--- src/rtl/pit_pkg.sv ---
package pit_pkg;

    localparam int NMATCH = 3;
    localparam int NSTAT  = 2 + NMATCH;
    localparam int PSEL_W = 4;

    localparam logic [2:0] A_CTRL   = 3'd0;
    localparam logic [2:0] A_LIMIT  = 3'd1;
    localparam logic [2:0] A_MATCH0 = 3'd2;
    localparam logic [2:0] A_MATCH1 = 3'd3;
    localparam logic [2:0] A_MATCH2 = 3'd4;
    localparam logic [2:0] A_IEN    = 3'd5;
    localparam logic [2:0] A_STAT   = 3'd6;
    localparam logic [2:0] A_COUNT  = 3'd7;

    typedef struct packed {
        logic [3:0]        rsv_hi;
        logic [PSEL_W-1:0] pre_sel;
        logic              rsv_lo;
        logic              pre_en;
        logic              wave_en;
        logic              match_en;
        logic              ovf_mode;
        logic              down;
        logic              restart;
        logic              halt;
    } ctrl_t;

    localparam ctrl_t CTRL_RST = ctrl_t'(16'h0001);

    typedef struct packed {
        logic [NMATCH-1:0] match;
        logic              ovf;
        logic              intv;
    } evt_t;

    typedef enum logic [1:0] {
        ST_HALT = 2'd0,
        ST_RUN  = 2'd1,
        ST_LOAD = 2'd2
    } run_state_e;

endpackage

--- src/rtl/pit_prescaler.sv ---
module pit_prescaler #(
    parameter int SELW = 4
) (
    input  logic            clk,
    input  logic            rst_n,
    input  logic            clear_i,
    input  logic            tick_i,
    input  logic            en_i,
    input  logic [SELW-1:0] sel_i,
    output logic            step_o
);
    localparam int PCW = 1 << SELW;

    logic [PCW-1:0] cnt_q;
    logic [PCW-1:0] lim;

    assign lim    = {PCW{1'b1}} >> (SELW'(PCW - 1) - sel_i);
    assign step_o = tick_i && (!en_i || (cnt_q >= lim));

    always_ff @(posedge clk or negedge rst_n) begin
        if (!rst_n) begin
            cnt_q <= '0;
        end else if (clear_i) begin
            cnt_q <= '0;
        end else if (tick_i && en_i) begin
            cnt_q <= (cnt_q >= lim) ? '0 : cnt_q + 1'b1;
        end
    end

    // with division on, two consecutive steps are impossible
    p_prescale_gap_r2: assert property (@(posedge clk) disable iff (!rst_n)
        (en_i && step_o) |=> (!step_o || !en_i));

endmodule

--- src/rtl/pit_counter.sv ---
module pit_counter
    import pit_pkg::*;
#(
    parameter int CW = 16
) (
    input  logic                        clk,
    input  logic                        rst_n,
    input  logic                        halt_i,
    input  logic                        restart_i,
    input  logic                        down_i,
    input  logic                        ovf_mode_i,
    input  logic                        match_en_i,
    input  logic                        wave_en_i,
    input  logic [CW-1:0]               limit_i,
    input  logic [NMATCH-1:0][CW-1:0]   match_i,
    input  logic                        step_i,
    output logic                        run_o,
    output logic                        load_o,
    output logic [CW-1:0]               count_o,
    output logic                        wave_o,
    output evt_t                        evt_o
);
    run_state_e state_q, state_d;
    logic [CW-1:0] count_q, nxt, top_val;
    logic wrap, adv, wave_q;
    logic [NMATCH-1:0] hit;

    always_ff @(posedge clk or negedge rst_n) begin
        if (!rst_n) state_q <= ST_HALT;
        else        state_q <= state_d;
    end

    always_comb begin
        state_d = state_q;
        if (restart_i) begin
            state_d = ST_LOAD;
        end else begin
            unique case (state_q)
                ST_HALT: if (!halt_i) state_d = ST_RUN;
                ST_RUN:  if (halt_i)  state_d = ST_HALT;
                ST_LOAD: state_d = halt_i ? ST_HALT : ST_RUN;
                default: state_d = ST_HALT;
            endcase
        end
    end

    assign run_o   = (state_q == ST_RUN) && !halt_i;
    assign load_o  = (state_q == ST_LOAD);
    assign adv     = run_o && step_i;
    assign top_val = ovf_mode_i ? '1 : limit_i;

    always_comb begin
        if (down_i) begin
            wrap = (count_q == '0);
            nxt  = wrap ? top_val : count_q - 1'b1;
        end else begin
            wrap = (count_q >= top_val);
            nxt  = wrap ? '0 : count_q + 1'b1;
        end
    end

    for (genvar k = 0; k < NMATCH; k++) begin : g_cmp
        assign hit[k] = adv && match_en_i && (nxt == match_i[k]);
    end

    assign evt_o = {hit, adv && wrap && ovf_mode_i, adv && wrap && !ovf_mode_i};

    always_ff @(posedge clk or negedge rst_n) begin
        if (!rst_n) begin
            count_q <= '0;
            wave_q  <= 1'b0;
        end else if (state_q == ST_LOAD) begin
            count_q <= down_i ? top_val : '0;
            wave_q  <= 1'b0;
        end else begin
            if (adv) count_q <= nxt;
            if (!wave_en_i) begin
                wave_q <= 1'b0;
            end else if (adv) begin
                if (wrap)                      wave_q <= (nxt == match_i[0]);
                else if (nxt == match_i[0])    wave_q <= ~wave_q;
            end
        end
    end

    assign count_o = count_q;
    assign wave_o  = wave_q;

    // count only moves on a step or a reload
    p_hold_r11: assert property (@(posedge clk) disable iff (!rst_n)
        (!adv && state_q != ST_LOAD) |=> $stable(count_q));

    // upward interval count wraps from the limit to zero
    p_wrap_intv_r4: assert property (@(posedge clk) disable iff (!rst_n)
        (adv && !ovf_mode_i && !down_i && count_q == limit_i) |=> (count_q == '0));

    // upward overflow count wraps from all ones to zero
    p_wrap_ovf_r5: assert property (@(posedge clk) disable iff (!rst_n)
        (adv && ovf_mode_i && !down_i && count_q == '1) |=> (count_q == '0));

    // without a compare-0 landing or a wrap, the waveform keeps its level
    p_wave_m0_only_r7: assert property (@(posedge clk) disable iff (!rst_n)
        (state_q != ST_LOAD && wave_en_i && !wrap && nxt != match_i[0])
        |=> ($stable(wave_q) || !wave_en_i));

endmodule

--- src/rtl/pit_irq.sv ---
module pit_irq
    import pit_pkg::*;
(
    input  logic             clk,
    input  logic             rst_n,
    input  evt_t             evt_i,
    input  logic [NSTAT-1:0] ien_i,
    input  logic             clr_i,
    output logic [NSTAT-1:0] stat_o,
    output logic             irq_o
);
    logic [NSTAT-1:0] stat_q;

    always_ff @(posedge clk or negedge rst_n) begin
        if (!rst_n) stat_q <= '0;
        else        stat_q <= (clr_i ? '0 : stat_q) | evt_i;
    end

    assign stat_o = stat_q;
    assign irq_o  = |(stat_q & ien_i);

    // a read with no simultaneous event empties the status
    p_clear_r10: assert property (@(posedge clk) disable iff (!rst_n)
        (clr_i && evt_i == '0) |=> (stat_q == '0));

    // pending bits stay until read
    p_sticky_r10: assert property (@(posedge clk) disable iff (!rst_n)
        !clr_i |=> ((stat_q & $past(stat_q)) == $past(stat_q)));

endmodule

--- src/rtl/pwm_interval_timer.sv ---
module pwm_interval_timer
    import pit_pkg::*;
#(
    parameter int CW = 16
) (
    input  logic          clk,
    input  logic          rst_n,
    input  logic          tick_i,
    input  logic          wr_en_i,
    input  logic          rd_en_i,
    input  logic [2:0]    addr_i,
    input  logic [CW-1:0] wdata_i,
    output logic [CW-1:0] rdata_o,
    output logic          wave_o,
    output logic          irq_o
);
    ctrl_t                       ctrl_q;
    logic [CW-1:0]               limit_q;
    logic [NMATCH-1:0][CW-1:0]   match_q;
    logic [NSTAT-1:0]            ien_q;
    logic [NSTAT-1:0]            stat;
    logic [CW-1:0]               count;
    logic                        wr_ctrl, rd_stat, run, load, step;
    evt_t                        evt;

    assign wr_ctrl = wr_en_i && (addr_i == A_CTRL);
    assign rd_stat = rd_en_i && (addr_i == A_STAT);

    always_ff @(posedge clk or negedge rst_n) begin
        if (!rst_n) begin
            ctrl_q  <= CTRL_RST;
            limit_q <= '0;
            match_q <= '0;
            ien_q   <= '0;
        end else begin
            ctrl_q.restart <= 1'b0;
            if (wr_en_i) begin
                case (addr_i)
                    A_CTRL:   ctrl_q     <= ctrl_t'(wdata_i[15:0]);
                    A_LIMIT:  limit_q    <= wdata_i;
                    A_MATCH0: match_q[0] <= wdata_i;
                    A_MATCH1: match_q[1] <= wdata_i;
                    A_MATCH2: match_q[2] <= wdata_i;
                    A_IEN:    ien_q      <= wdata_i[NSTAT-1:0];
                    default:  ;
                endcase
            end
        end
    end

    always_comb begin
        case (addr_i)
            A_CTRL:   rdata_o = CW'(ctrl_q);
            A_LIMIT:  rdata_o = limit_q;
            A_MATCH0: rdata_o = match_q[0];
            A_MATCH1: rdata_o = match_q[1];
            A_MATCH2: rdata_o = match_q[2];
            A_IEN:    rdata_o = CW'(ien_q);
            A_STAT:   rdata_o = CW'(stat);
            default:  rdata_o = count;
        endcase
    end

    pit_prescaler #(.SELW(PSEL_W)) u_pre (
        .clk     (clk),
        .rst_n   (rst_n),
        .clear_i (load),
        .tick_i  (tick_i && run),
        .en_i    (ctrl_q.pre_en),
        .sel_i   (ctrl_q.pre_sel),
        .step_o  (step)
    );

    pit_counter #(.CW(CW)) u_cnt (
        .clk        (clk),
        .rst_n      (rst_n),
        .halt_i     (ctrl_q.halt),
        .restart_i  (wr_ctrl && wdata_i[1]),
        .down_i     (ctrl_q.down),
        .ovf_mode_i (ctrl_q.ovf_mode),
        .match_en_i (ctrl_q.match_en),
        .wave_en_i  (ctrl_q.wave_en),
        .limit_i    (limit_q),
        .match_i    (match_q),
        .step_i     (step),
        .run_o      (run),
        .load_o     (load),
        .count_o    (count),
        .wave_o     (wave_o),
        .evt_o      (evt)
    );

    pit_irq u_irq (
        .clk    (clk),
        .rst_n  (rst_n),
        .evt_i  (evt),
        .ien_i  (ien_q),
        .clr_i  (rd_stat),
        .stat_o (stat),
        .irq_o  (irq_o)
    );

endmodule

--- config.mk ---
export PLATFORM = sky130hd
export DESIGN_NAME = pwm_interval_timer
export DESIGN_NICKNAME = d
export VERILOG_FILES = /design/src/rtl/pit_pkg.sv /design/src/rtl/pit_prescaler.sv /design/src/rtl/pit_counter.sv /design/src/rtl/pit_irq.sv /design/src/rtl/pwm_interval_timer.sv
export SDC_FILE = /design/constraint.sdc
export NUM_CORES = 1
export LEC_CHECK = 0
export BUFFER_PORTS_ARGS = -buffer_cell sky130_fd_sc_hd__buf_4
export CORE_UTILIZATION = 44
export DETAILED_ROUTE_END_ITERATION = 8
export MAX_ROUTING_LAYER = met4
export SLEW_MARGIN = 40
export SYNTH_ARGS = -nofsm -noshare
export SYNTH_HDL_FRONTEND = slang
export SYNTH_SLANG_ARGS = --single-unit
--- constraint.sdc ---
create_clock -name clk -period 3.85 [get_ports clk]
set_input_delay 0.77 -clock clk [delete_from_list [all_inputs] [get_ports clk]]
set_output_delay 0.77 -clock clk [all_outputs]
set_load 0.01 [all_outputs]
==> metrics, run 1 <==
DR WL met2 11,900 um; dpl hpwl approximately 19,000 um; Period minus WS final roughly 3.6 ns; full die area 0.0198 mm2; Final period util between 90 and 100%; Reg clk slew, reported paths 0.06 ns; H-tree Lvls 4; Final ANT Viol Nets 0; Core Area 0.0188 mm2; via count between 7,000 and 8,000; CTS Hold Bufs 0; vias per cell 6.17; DRT Pass-1 Iters 6; Slowest cell on crit path nor3_1; area delta synth->final 16.6%; status finished, final reports clean; row cnt 50; Setup crit end kind flip-flop; skew final approximately 0.012 ns; EDFF count, synth 0; dominant cell by count in the synthesized netlist dfrtp_1; warnings from Yosys 0; Metal-1 WL 12,100 um; Synth Area per Inst 9.74 um2; kind of critical path flip-flop to flip-flop; Die Y roughly 140 um; clock sinks 125; final setup fails 0; Detailed Route WL 26,500 um; post-synth top area share around 37%; die width 141 um; initial antenna violation count 0; Worst EP arrival between 3 and 4 ns; unique cell type count in the Yosys netlist 66; initial core utilization 45.2%; vias in the first global route a little under 7,000; maximum capacitance violations 0; share of cells above drive strength 1 26.2%; Synth area leaders dfrtp_1 37%, mux2_2 11%, ha_1 5.0%; P_leak 4.24 nW; All-Layer GR Usage 28.9%; I/O Pins 42; CTS tree done; total power approximately 6.5 mW; Fmax achieved 278 MHz; pwr dens between 600 and 700 mW/mm2; slew of the pin with the lowest slew margin 0.808 ns; global route overflow 0; Post-route DRC 0; Mapped Cells between 800 and 900; port bufs just over 40; worst stage delay on the critical path 0.40 ns; Critical Path RT 4.19 ns; FF-to-FF path depth 14; utilization after layout 52.6%; maximum VDD drop 0.379 mV; Slew Limit Fails 0; prevailing post-synth register cell dfrtp_1; top post-synthesis cells by count 124 x dfrtp_1, 86 x mux2_2, 75 x nor2_1; Mapped Area roughly 0.0085 mm2; Hold WC Path Type input pin to asynchronous set/reset pin; crit path launch type flip-flop; asr flop ratio synth 100%; DR WL met3 1930 um; Starting DRT DRC Count 643; post-route setup TNS 0 ns; CTS Buf Count 17; pin count of the biggest net entering global routing 77; drt wl/cell 22.7 um; Antenna Cells 0; Synth Register Bits 125; # Post-CTS Setup Buffers 0; setup repair after global routing missed its margin no; DR top layer met4; Slew HR 46.0%; root buf cell clkbuf_16; clk buf depth 2; final-report hold violation count 0; gp weighted congestion 1.04; first-pass GRT wire length slightly above 40,000 um; critical path cell sequence buf_12, nor2_1, ha_1, nand4_1, nor3_1, a2bb2oi_1, buf_4, a32oi_2, xor2_1, nand2_1, nor4_1, buf_4, nand4_1, o31ai_1; share of the yosys chip area belonging to registers 36.9%; crit path max fanout 23; clk_lat worst skew 0.43 ns; Hold WS 0.391 ns; Synth area leader dfrtp_1; Syn Nets 928; nets 977
-- critical path, delay by kind of cell (launching register included) --
family / cells / cell delay, ns
simple gates: 6 / 1.22
compound gates: 3 / 0.75
buf+inv: 3 / 0.56
flops: 1 / 0.39
xor+xnor: 1 / 0.39
fa+ha+maj: 1 / 0.18
-- logic make-up (layout without fill, tap and decap cells) --
| kind of cell | after synthesis | count (layout) | share of synthesized area (%) |
|---|---|---|---|
| buffers and inverters | 65 | 127 | 3.16 |
| AO/OA/AOI/OAI | 188 | 188 | 14.1 |
| AND/OR/NAND/NOR | 274 | 274 | 17.3 |
| multiplexers | 121 | 121 | 17.0 |
| adder cells (fa/ha/maj) | 34 | 34 | 5.02 |
| flip-flops | 125 | 125 | 36.9 |
| XOR/XNOR | 63 | 63 | 6.51 |
-- area by class of cell --
cell class / count / area [um2]
Tap cell: 234 / 293
Clock buffer: 20 / 457
Timing Repair Buffer: 84 / 659
Inverter: 11 / 41.3
Fill cell: 1743 / 8890
Sequential cell: 125 / 3130
Clock inverter: 12 / 161
Multi-Input combinational cell: 680 / 5140
-- cells in the final DEF (no fill, tap or decap), drive strengths merged, types with 8 or more instances in the layout --
cell and n:
a211oi 11, a21oi 36, a22oi 10, a31oi 12, and3 12, buf 84
clkbuf 20, dfrtp 124, ha 34, inv 12, mux2 86, mux2i 25
mux4 10, nand2 47, nand2b 22, nand3 21, nand4 12, nor2 75
nor3 19, nor4 11, o21ai 72, o22ai 8, or3 15, or4 8
xnor2 24, xor2 39
-- per-layer routing --
metal	up-vias	global-route usage [%]
met4	0	8.87
met2	274	43.1
li1	3303	-
met5	-	-
met1	3568	39.0
met3	49	6.76
-- power by group --
part           internal, mW  switching [mW]
sequential             1.61           0.458
clock                  1.06           0.639
combinational          1.19            1.53
-- per-stage QoR --
step	instances	setup WS, ns	cell area, um2
floorplan	870	0.224	8480
global placement	1134	0.0753	9220
detailed placement	1134	0.0880	9230
CTS	1166	0.0720	9840
global route	1166	0.00555	9880
finish	1166	0.253	9880
-- timing repair --
| action | CTS | global route |
|---|---|---|
| gates resized for setup | 0 | 8 |
| hold endpoints to repair | 0 | 0 |
| endpoints found under the setup margin | 0 | 4 |
-- final timing paths --
check | start | to | slack, ns
worst max-delay path | ctrl_q[3] | u_irq.stat_o[3] | 0.25
worst min-delay path | rst_n | ctrl_q[15] | 0.39
worst max register to register | ctrl_q[3] | u_irq.stat_o[3] | 0.25
worst min register to register | u_pre.cnt_q[15] | u_pre.cnt_q[15] | 0.48
max in group asynchronous | rst_n | ctrl_q[0] | 2.68
min in group clk | u_pre.cnt_q[15] | u_pre.cnt_q[15] | 0.48
-- flip-flops by register name, summed over array words and instances, names as in the netlist --
name	cells
ien_q	5
u_irq.stat_o	5
u_cnt.count_o	16
u_cnt.state_q	2
u_pre.cnt_q	16
ctrl_q	16
match_q	48
limit_q	16
u_cnt.wave_o	1
Power figures use the tool's default switching activity.
==> run 2: changes to the inputs <==
--- a/config.mk
+++ b/config.mk
@@ -7,8 +7,10 @@
 export LEC_CHECK = 0
 export BUFFER_PORTS_ARGS = -buffer_cell sky130_fd_sc_hd__buf_4
 export CORE_UTILIZATION = 44
+export CTS_CLUSTER_SIZE = 14
 export DETAILED_ROUTE_END_ITERATION = 8
 export MAX_ROUTING_LAYER = met4
+export PLACE_DENSITY_LB_ADDON = 0.12
 export SLEW_MARGIN = 40
 export SYNTH_ARGS = -nofsm -noshare
 export SYNTH_HDL_FRONTEND = slang
==> run 2 against run 1 <==
Effect of this change: wire length grew 3.6%; clock power down 5%; maximum frequency grew 0.47%; die area stayed put; flip-flop and latch count unchanged; first-iteration DRC count is 27% lower; design area shrank 0.29%; largest power group unchanged.
==> metrics, run 2 (synthesis results as in run 1) <==
final setup fails 0; I/O Pins 42; Hold WS 0.386 ns; drt wl/cell between 20 and 25 um; post-route setup TNS 0 ns; skew final 0.0107 ns; maximum capacitance violations 0; dpl hpwl approximately 20,000 um; CTS Buf Count 17; status finished, final reports clean; Slew HR 47.5%; CTS tree done; DRT Pass-1 Iters 5; met3 Use GR 5.33%; share of cells above drive strength 1 26.0%; Die Y 141 um; Antenna Cells 0; Detailed Route WL around 27,000 um; slew of the pin with the lowest slew margin slightly below 0.8 ns; global route overflow 0; kind of critical path flip-flop to flip-flop; clock sinks 125; Final ANT Viol Nets 0; Fmax achieved 279 MHz; Slowest cell on crit path and4_1; Worst EP arrival 3.94 ns; CTS Hold Bufs 0; Hold WC Path Type input pin to asynchronous set/reset pin; root buf cell clkbuf_16; global routing's busiest layer met2; worst stage delay on the critical path 0.76 ns; Largest Register match_q; nets 984; pwr dens 662 mW/mm2; die width 141 um; commonest non-fill, non-tap cells in the layout 124 x dfrtp_1, 90 x buf_4, 86 x mux2_2, 75 x nor2_1, 68 x o21ai_0; CP Launch Point u_cnt.count_o[13]; GR Util met1 40.6%; row cnt 50; via count 7,264; crit path to u_irq.stat_o[2]; commonest non-fill, non-tap cell in the layout dfrtp_1; Slew Limit Fails 0; P_leak 4.26 nW; clk_lat worst skew 0.43 ns; Final period util 93.0%; Post-route DRC 0; initial core utilization ~45%; first-pass GRT wire length between 40,000 and 50,000 um; FF-to-FF path depth 10; final-report hold violation count 0; R2R Setup Slk 0.27 ns; r2r startpoint u_cnt.count_o[13]; crit path launch type flip-flop; area delta synth->final 16.2%; Reg clk slew, reported paths ~0.07 ns; pin count of the biggest net entering global routing 55; H-tree Lvls 4; clk buf depth 2; Resized cells post-CTS 0; vias in the first global route roughly 7,400; full die area 0.0198 mm2; vias per cell 6.19; crit path max fanout 16; Setup crit end kind flip-flop; port bufs 41; global routing usage on met2 46.1%; gp weighted congestion between 0.9 and 1; critical path cell sequence nor4_1, and4_1, mux2_2, a32oi_1, buf_4, xnor2_1, nor2_1, nor4b_1, nand3_1, o21ai_1; Core Area 0.0188 mm2; total power 6.53 mW; setup repair after global routing missed its margin no; R2R Path End u_irq.stat_o[2]; All-Layer GR Usage 30.3%; max FFs per register 48; Critical Path RT 4.21 ns; Starting DRT DRC Count 467; # Post-CTS Setup Buffers 0; initial antenna violation count 0; Period minus WS final 3.58 ns; maximum VDD drop 0.391 mV
-- run 2: cell types whose count changed in the layout (fill, tap and decap cells not counted), moves of 2 or more --
| cell | previous run | this run |
|---|---|---|
| clkbuf_8 | 2 | 0 |
| inv_8 | 0 | 6 |
| inv_6 | 2 | 5 |
| nor4b_1 | 0 | 2 |
| bufinv_16 | 3 | 0 |
| nor4b_2 | 2 | 0 |
| clkinvlp_4 | 3 | 1 |
| clkinv_8 | 0 | 3 |
| clkinv_4 | 3 | 0 |
| buf_4 | 81 | 90 |
-- run 2: layout make-up --
type,instances,area (um2)
multi-input combinational,680,5100
inverter,11,41.3
timing repair buffer,91,696
clock inverter,15,168
clock buffer,17,425
sequential,125,3130
tap,234,293
fill,1745,8920
-- run 2: critical path, delay by kind of cell, from the launching register on --
kind	cells	cell delay, ns
AND/OR/NAND/NOR	5	2.05
flip-flops	1	0.51
multiplexers	1	0.41
AO/OA/AOI/OAI	2	0.27
buffers and inverters	1	0.19
XOR/XNOR	1	0.08
-- run 2: how the worst min path moves through the flow --
stage,endpoint,slack (ns),startpoint
after floorplan,u_cnt.state_q[0],0.45,u_cnt.state_q[0]
after global placement,u_cnt.state_q[0],0.48,u_cnt.state_q[0]
after detailed placement,u_pre.cnt_q[15],0.48,u_pre.cnt_q[15]
after CTS,u_cnt.count_o[10],0.41,rst_n
after global routing,u_cnt.count_o[10],0.42,rst_n
final,u_cnt.count_o[10],0.39,rst_n
-- run 2: routing by layer --
metal | vias up | routed length (um)
met5 | - | 0
met4 | 0 | 713
met2 | 257 | 12700
met1 | 3640 | 12500
li1 | 3316 | -
met3 | 51 | 1560
-- run 2: stage by stage --
| stage | instance area (um2) | util (%) | std cells | worst slack [ns] |
|---|---|---|---|---|
| 5_1_grt | 9850 | 52.5 | 1173 | 0.0285 |
| 3_5_place_dp | 9260 | 49.3 | 1141 | 0.346 |
| 3_3_place_gp | 9250 | 49.3 | 1141 | 0.323 |
| 4_1_cts | 9850 | 52.5 | 1173 | 0.309 |
| 6_report | 9850 | 52.5 | 1173 | 0.270 |
| 2_1_floorplan | 8480 | - | 870 | 0.224 |
-- run 2: power by group --
| group | internal, mW | switching, mW |
|---|---|---|
| clock | 0.874 | 0.738 |
| combinational | 1.25 | 1.62 |
| sequential | 1.61 | 0.438 |
| total | 3.73 | 2.79 |
